===== src/rtl/dma_arb_pkg.sv =====
package dma_arb_pkg;

  // Strobes from control to datapath
  typedef struct packed {
    logic evalNow;   // capture a fresh selection this cycle
    logic dropAll;   // evaluation found no participant
  } arbStrobe_t;

endpackage


===== src/rtl/dma_arb_ctrl.sv =====
module dma_arb_ctrl
  import dma_arb_pkg::*;
(
  input  logic       grantValid,
  input  logic       xferDone,
  input  logic       anyElig,
  output arbStrobe_t strobe
);

  // A held grant is released only by the completion strobe; an idle
  // arbiter evaluates on every edge.
  logic openWindow;

  always_comb begin
    openWindow     = !grantValid || xferDone;
    strobe.evalNow = openWindow;
    strobe.dropAll = openWindow && !anyElig;
  end

endmodule


===== src/rtl/dma_arb_datapath.sv =====
module dma_arb_datapath
  import dma_arb_pkg::*;
#(
  parameter int NUM_CH = 4,
  parameter int PRIO_W = 2,
  localparam int IDX_W = (NUM_CH > 1) ? $clog2(NUM_CH) : 1
) (
  input  logic                     clk,
  input  logic                     rst_n,
  input  logic [NUM_CH-1:0]        chReq,
  input  logic [NUM_CH-1:0]        chEn,
  input  logic [NUM_CH*PRIO_W-1:0] chPrio,
  input  arbStrobe_t               strobe,
  output logic                     anyElig,
  output logic [NUM_CH-1:0]        grantVec,
  output logic [IDX_W-1:0]         grantIdx,
  output logic                     grantValid,
  output logic [PRIO_W-1:0]        busPrio
);

  logic [NUM_CH-1:0] elig;
  logic [PRIO_W-1:0] codeOf [NUM_CH];

  // Per-channel qualification and code extraction
  for (genvar g = 0; g < NUM_CH; g++) begin : gChan
    assign elig[g]   = chReq[g] & chEn[g];
    assign codeOf[g] = chPrio[g*PRIO_W +: PRIO_W];
  end

  assign anyElig = |elig;

  // Linear scan: strict greater-than keeps the earlier (lower) index on a tie
  logic              pickFound;
  logic [IDX_W-1:0]  pickIdx;
  logic [PRIO_W-1:0] pickCode;
  logic [NUM_CH-1:0] pickVec;

  always_comb begin
    pickFound = 1'b0;
    pickIdx   = '0;
    pickCode  = '0;
    for (int i = 0; i < NUM_CH; i++) begin
      if (elig[i] && (!pickFound || (codeOf[i] > pickCode))) begin
        pickFound = 1'b1;
        pickIdx   = IDX_W'(i);
        pickCode  = codeOf[i];
      end
    end
    pickVec = '0;
    if (pickFound) pickVec[pickIdx] = 1'b1;
  end

  // Held grant registers
  always_ff @(posedge clk or negedge rst_n) begin
    if (!rst_n) begin
      grantVec   <= '0;
      grantIdx   <= '0;
      grantValid <= 1'b0;
      busPrio    <= '0;
    end else if (strobe.dropAll) begin
      grantVec   <= '0;
      grantIdx   <= '0;
      grantValid <= 1'b0;
      busPrio    <= '0;
    end else if (strobe.evalNow) begin
      grantVec   <= pickVec;
      grantIdx   <= pickIdx;
      grantValid <= pickFound;
      busPrio    <= pickCode;
    end
  end

endmodule


===== src/rtl/dma_chan_arbiter.sv =====
module dma_chan_arbiter
  import dma_arb_pkg::*;
#(
  parameter int NUM_CH = 4,
  parameter int PRIO_W = 2,
  localparam int IDX_W = (NUM_CH > 1) ? $clog2(NUM_CH) : 1
) (
  input  logic                     clk,
  input  logic                     rst_n,
  input  logic [NUM_CH-1:0]        chReq,
  input  logic [NUM_CH-1:0]        chEn,
  input  logic [NUM_CH*PRIO_W-1:0] chPrio,
  input  logic                     xferDone,
  output logic [NUM_CH-1:0]        grantVec,
  output logic [IDX_W-1:0]         grantIdx,
  output logic                     grantValid,
  output logic [PRIO_W-1:0]        busPrio
);

  arbStrobe_t strobe;
  logic       anyElig;

  dma_arb_ctrl u_ctrl (
    .grantValid (grantValid),
    .xferDone   (xferDone),
    .anyElig    (anyElig),
    .strobe     (strobe)
  );

  dma_arb_datapath #(.NUM_CH(NUM_CH), .PRIO_W(PRIO_W)) u_dp (
    .clk        (clk),
    .rst_n      (rst_n),
    .chReq      (chReq),
    .chEn       (chEn),
    .chPrio     (chPrio),
    .strobe     (strobe),
    .anyElig    (anyElig),
    .grantVec   (grantVec),
    .grantIdx   (grantIdx),
    .grantValid (grantValid),
    .busPrio    (busPrio)
  );

endmodule


===== config.mk =====
export PLATFORM = sky130hd
export DESIGN_NAME = dma_chan_arbiter
export DESIGN_NICKNAME = d
export VERILOG_FILES = /design/src/rtl/dma_arb_pkg.sv /design/src/rtl/dma_arb_ctrl.sv /design/src/rtl/dma_arb_datapath.sv /design/src/rtl/dma_chan_arbiter.sv
export SDC_FILE = /design/constraint.sdc
export NUM_CORES = 1
export LEC_CHECK = 0
export ABC_AREA = 0
export ABC_CLOCK_PERIOD_IN_PS = 1800
export BUFFER_PORTS_ARGS = -buffer_cell sky130_fd_sc_hd__buf_4
export CORE_MARGIN = 1
export CORE_UTILIZATION = 46
export DETAILED_ROUTE_END_ITERATION = 7
export PLACE_DENSITY = 0.77
export SYNTH_ARGS = -nofsm -noshare
export SYNTH_HDL_FRONTEND = slang
export SYNTH_SLANG_ARGS = --single-unit

===== constraint.sdc =====
create_clock -name clk -period 1.8 [get_ports clk]
set_clock_uncertainty 0.1 [all_clocks]
set_input_delay 0.36 -clock clk [delete_from_list [all_inputs] [get_ports clk]]
set_output_delay 0.36 -clock clk [all_outputs]
set_load 0.05 [all_outputs]

Word-level counts from Yosys, hierarchy flattened
Index checks and enable logic that the tools add are counted.

Register bits: 9. RAM bits: 0. Bits in latches: 0. Memory bits (read-only): 0. Word-level logic and storage cells: 51. Memories: 0.

Reductions and logical operators: 16. Add/sub/neg operators: 0. $lt $le $gt $ge: 5. Divide/modulo/power cells: 0. Bitwise operators: 4. Equal/unequal tests: 0. Muxes and demuxes: 22. Shift operators: 0. Multipliers: 0.

Operators by type and width (count): $mux 2 (10); $mux 4 (3); $mux 1 (8); $gt 2x2->1 (3); $logic_and 1x1->1 (5); $logic_not 1->1 (5); $and 1x1->1 (4); $logic_or 1x1->1 (4); $reduce_or 4->1 (1); $lt 2x3->1 const B (1); $demux 1 s2 (1); $ge 2x1->1 const B (1); $reduce_bool 2->1 (1).

Depth between registers and ports, before layout
Word-level depth: 21. Gate-level depth with buffers: 18. Mapped depth without buffers: 18.

Cells and area by module
From an unflattened synthesis, not the netlist that was laid out.

Cell total of the unflattened synthesis: 82. Area, all modules: 768.2 um2.

By module, submodules not included: dma_arb_datapath (cells an instance 79, area each 733.2 um2, times used 1, sequential area each 225.2 um2); dma_arb_ctrl (cells an instance 3, area each 35.0 um2, times used 1, sequential area each 0.0 um2).

Worst setup path after synthesis
OpenSTA, ideal clock, no wires.

Kind: input to register. Start point: input port chReq[0]. End point: register u_dp.busPrio[0]. Data required time: 1.580 ns. Stages on the path: 18. Setup slack: -2.052 ns. Arrival time: 3.632 ns. Cells stage by stage: and2_1 nand2_1 ha_1 nor2b_1 o2111ai_2 o21ai_2 a32o_1 inv_1 ha_1 a21o_1 o22a_2 mux2i_1 ha_1 nor2b_4 o2111ai_4 o21ai_2 or3b_1 o211a_1.

Longest elaborated chain between the ends: 16. Elaborated cells on any way between the ends: 26. Those cells by class: order compare (3); mux (9); bitwise (1); reduce/logical (13).

Ends and longest elaborated chain: from (decl) (line dma_chan_arbiter.sv:10) `input logic [NUM_CH-1:0] chReq,`; $and 1x1->1 (*) (line dma_arb_datapath.sv:26) `assign elig[g] = chReq[g] & chEn[g];`; $mux 2 or $mux 1 (tied branches) (line dma_arb_datapath.sv:43) `if (elig[i] && (!pickFound || (codeOf[i] > pickCode))) begin`; $gt 2x2->1 or $logic_not 1->1 (tied branches) (line dma_arb_datapath.sv:43); $logic_or 1x1->1 (line dma_arb_datapath.sv:43); $logic_and 1x1->1 (line dma_arb_datapath.sv:43); $mux 2 or $mux 1 (tied branches) (line dma_arb_datapath.sv:43); $gt 2x2->1 or $logic_not 1->1 (tied branches) (line dma_arb_datapath.sv:43); $logic_or 1x1->1 (line dma_arb_datapath.sv:43); $logic_and 1x1->1 (line dma_arb_datapath.sv:43); $mux 2 or $mux 1 (tied branches) (line dma_arb_datapath.sv:43); $gt 2x2->1 or $logic_not 1->1 (tied branches) (line dma_arb_datapath.sv:43); $logic_or 1x1->1 (line dma_arb_datapath.sv:43); $logic_and 1x1->1 (line dma_arb_datapath.sv:43); $mux 2 (line dma_arb_datapath.sv:43); $mux 2 (line dma_arb_datapath.sv:65) `end else if (strobe.evalNow) begin`; $mux 2 (line dma_arb_datapath.sv:60) `end else if (strobe.dropAll) begin`; to (signal assigned) (line dma_arb_datapath.sv:69) `busPrio <= pickCode;`; to (decl) (line dma_arb_datapath.sv:18) `output logic [PRIO_W-1:0] busPrio`.

Mark *: on every way between the ends. The rest lies on a longest branch, timed or not. The select of a mux whose other input is x is not followed. A chain may end at the register's enable or synchronous reset.

Worst setup path in the final report
Start point: input port chReq[0]. End point: register u_dp.busPrio[1].

The elaborated chain is that of the path after synthesis.

==> impl_metrics.ini <==
[pwr]
ir_drop_mv = 0.845
power.leakage_uw = 0.000595
p_total_uw = 911
p_per_area_nw_per_um2 = 764

[setup_path]
reg2reg_depth = 3
startpoint_type = input port
regToRegSetupSlack_ps = 250
path_max_fanout = 3
endpoint_kind = register
reg2reg_from = u_dp.grantValid
required_ps = 1860
arrival_ps = 3770
critical_path_class = input port to register
r2r_end = u_dp.busPrio[1]

[place]
dp_hpwl_um = 1410
place_area_um2 = 1020
place.gp.congestion = 0.819
io_buffers = 27

[cts]
htree_num_levels = 1
clkLatencyLatePin_ps = 270
cts_sinks = 9
cts_root_buf = clkbuf_4
cts_made_buffers = 3
path_clk_slew_ps = 60
cts_buffer_depth = 2
cts_tree = built

[sta]
setup_viol = 8
holdWs_ps = 344
post-route-period-util = 2.06
hold_violations = 0
rsz0062_at_grt = yes
slew_violations = 0
maxSlewHeadroom = 0.585
finalWorstSetupSlack_ps = -1910
fmaxAchievable_mhz = 270
period_needed_ps = 3710
tightest_slew_ps = 621

[synthesis]
ys_types = 32
synth_nets = 100
synth.avg_cell_area_um2 = 9.18
synth_cells = 75
synth_top_area_cell = dfrtp_1
synth.area.top_cells = dfrtp_1 (33%), ha_1 (11%), nand2_1 (7.1%)
synth_seq_cells = 9
netlist.area_leader.share = 0.327
syn_area_um2 = 688
synth_seq_area_share = 0.327
yosysWarnings = 0

[final_layout]
drive_gt1_frac = 0.589
syn_to_final_growth_pct = 73.3
final_nets = 150
stdcell_area_um2 = 1190
n_antenna_cell = 0

[global_routing]
gr-usage-all-layers = 0.299
overflow = 0
grt_max_degree = 10
antenna_found_initial = 0
grt_pass1_wl_um = 3190
grt_pass1_vias = 774

[detailed_routing]
dr.pass1.iters = 4
ant_nets = 0
wirelength_um = 2410
drt_iter0_markers = 24
via_per_inst = 5.93
drc = 0
vias = 824
wl_per_cell_um = 17.4

[floorplanning]
fp.dieW_um = 40.7
io_pins = 28
start_util = 0.510
dieArea_um2 = 1650
row_count = 13
core_area_um2 = 1350
die_h_um = 40.7

[run_status]
status = finished, violations left
failed_checks = negative setup slack

[flow_run]
cap_violations = 0

[min_path]
hp-class = input port to asynchronous set/reset pin
==> metal layers <==
layer  routed length, um  track usage
met1                 960        0.326
met2                1300        0.544
met3                 104       0.0815
met4                  45        0.108
met5                   0            0
==> worst max path at each step <==
stage | start | end | slack (ps) | cells after the start
final | chReq[0] | u_dp.busPrio[1] | -1910 | 18
after global routing | chReq[0] | u_dp.busPrio[1] | -2010 | 18
after CTS | chReq[0] | u_dp.busPrio[1] | -1920 | 19
after detailed placement | chReq[0] | u_dp.busPrio[1] | -2290 | 19
after global placement | chReq[0] | u_dp.busPrio[0] | -2190 | 19
after floorplan | chReq[0] | u_dp.busPrio[0] | -2040 | 18
==> per-stage QoR <==
step                setup slack, ps  instances   util  setup TNS [ps]
finish                        -1910        139  0.883          -13940
global route                  -2010        139  0.883          -14800
CTS                           -1920        139  0.873          -13920
detailed placement            -2290        130  0.759          -16430
global placement              -2190        130  0.759          -15740
floorplan                     -2040         75      -          -14040
==> critical path, stage by stage <==
cell,delay (ps)
buf_6,100
and2_4,160
nand2_4,70
ha_4,200
nor2b_4,130
o2111ai_4,200
o21ai_2,110
a22o_1,280
ha_1,280
a21o_1,160
o22a_2,210
mux2i_1,120
ha_1,300
nor2b_4,140
o2111ai_4,210
o21ai_2,100
or3b_4,400
o211a_1,240
==> Yosys cell counts <==
library cell / n
a21o_1: 1
a21oi_1: 5
a22o_1: 1
a31oi_1: 2
a32o_1: 1
and2_1: 1
and3_1: 1
clkbuf_1: 1
clkbuf_2: 1
dfrtp_1: 9
ha_1: 6
inv_1: 5
mux2_2: 1
mux2i_1: 1
nand2_1: 13
nand2b_1: 1
nand3_1: 2
nand3b_1: 1
nor2_1: 3
nor2b_1: 2
nor2b_4: 1
o2111ai_2: 1
o2111ai_4: 1
o211a_1: 2
o211ai_1: 1
o21a_1: 2
o21ai_0: 1
o21ai_2: 2
o22a_2: 1
o31ai_1: 2
or3_1: 2
or3b_1: 1
==> where the power goes <==
part / switching (uW) / internal, uW
registers: 19.3 / 235
logic: 278 / 212
clock network: 80.2 / 86.0
==> sequential cells by signal (all words and copies together), names as in the netlist <==
register,flops
u_dp.grantValid,1
u_dp.grantIdx,2
u_dp.busPrio,2
u_dp.grantVec,4
==> cells in the final DEF, fill, tap and decap left out <==
cell type / Yosys / layout
a31oi_1: 2 / 2
a32o_2: 0 / 1
inv_1: 5 / 4
or3b_4: 0 / 1
nor2_1: 3 / 3
buf_4: 0 / 43
or3_1: 2 / 2
nand2_4: 0 / 1
a21o_1: 1 / 1
o31ai_1: 2 / 1
and2_4: 0 / 1
o22a_2: 1 / 1
o211ai_1: 1 / 1
ha_4: 0 / 3
a21oi_2: 0 / 2
a22o_1: 1 / 1
dfrtp_1: 9 / 9
clkbuf_4: 0 / 3
nand3_2: 0 / 1
nand2_2: 0 / 2
nor2b_4: 1 / 2
ha_1: 6 / 3
o2111ai_4: 1 / 2
o21a_1: 2 / 2
nand3b_1: 1 / 1
nand3_1: 2 / 1
clkbuf_1: 1 / 1
mux2i_1: 1 / 1
o31ai_2: 0 / 1
a21oi_1: 5 / 3
and3_4: 0 / 1
nand2b_1: 1 / 1
o211a_1: 2 / 2
nand2_1: 13 / 10
buf_6: 0 / 3
o21ai_2: 2 / 3
mux2_2: 1 / 1
nor2b_1: 2 / 1
dlygate4sd3_1: 0 / 1
inv_2: 0 / 1
==> final cells by class <==
cell class                 count  area, um^2
clock buffer                   4        26.3
fill                          71         158
inverter                       5        18.8
multi-input combinational     59         537
sequential                     9         225
tap                           15        18.8
timing repair buffer          47         367
==> what timing repair did <==
item / 4_1_cts / 5_1_grt
hold buffers: 1 / 0
pin swaps: 15 / 5
setup endpoints to repair: 8 / 8
hold endpoints to repair: 9 / 0
cloned: 0 / 0
gates resized for setup: 17 / 4
buffers inserted: 6 / 1
==> cell families (layout without fill, tap and decap cells) <==
family,after synthesis,in the layout,synth area share
muxes,2,2,0.0309
and+or+nand+nor,28,28,0.209
buffers and inverters,7,56,0.0400
AOI/OAI and AO/OA,23,23,0.284
DFF,9,9,0.327
adders and majority gates,6,6,0.109
(Power assumes the default switching activity.)
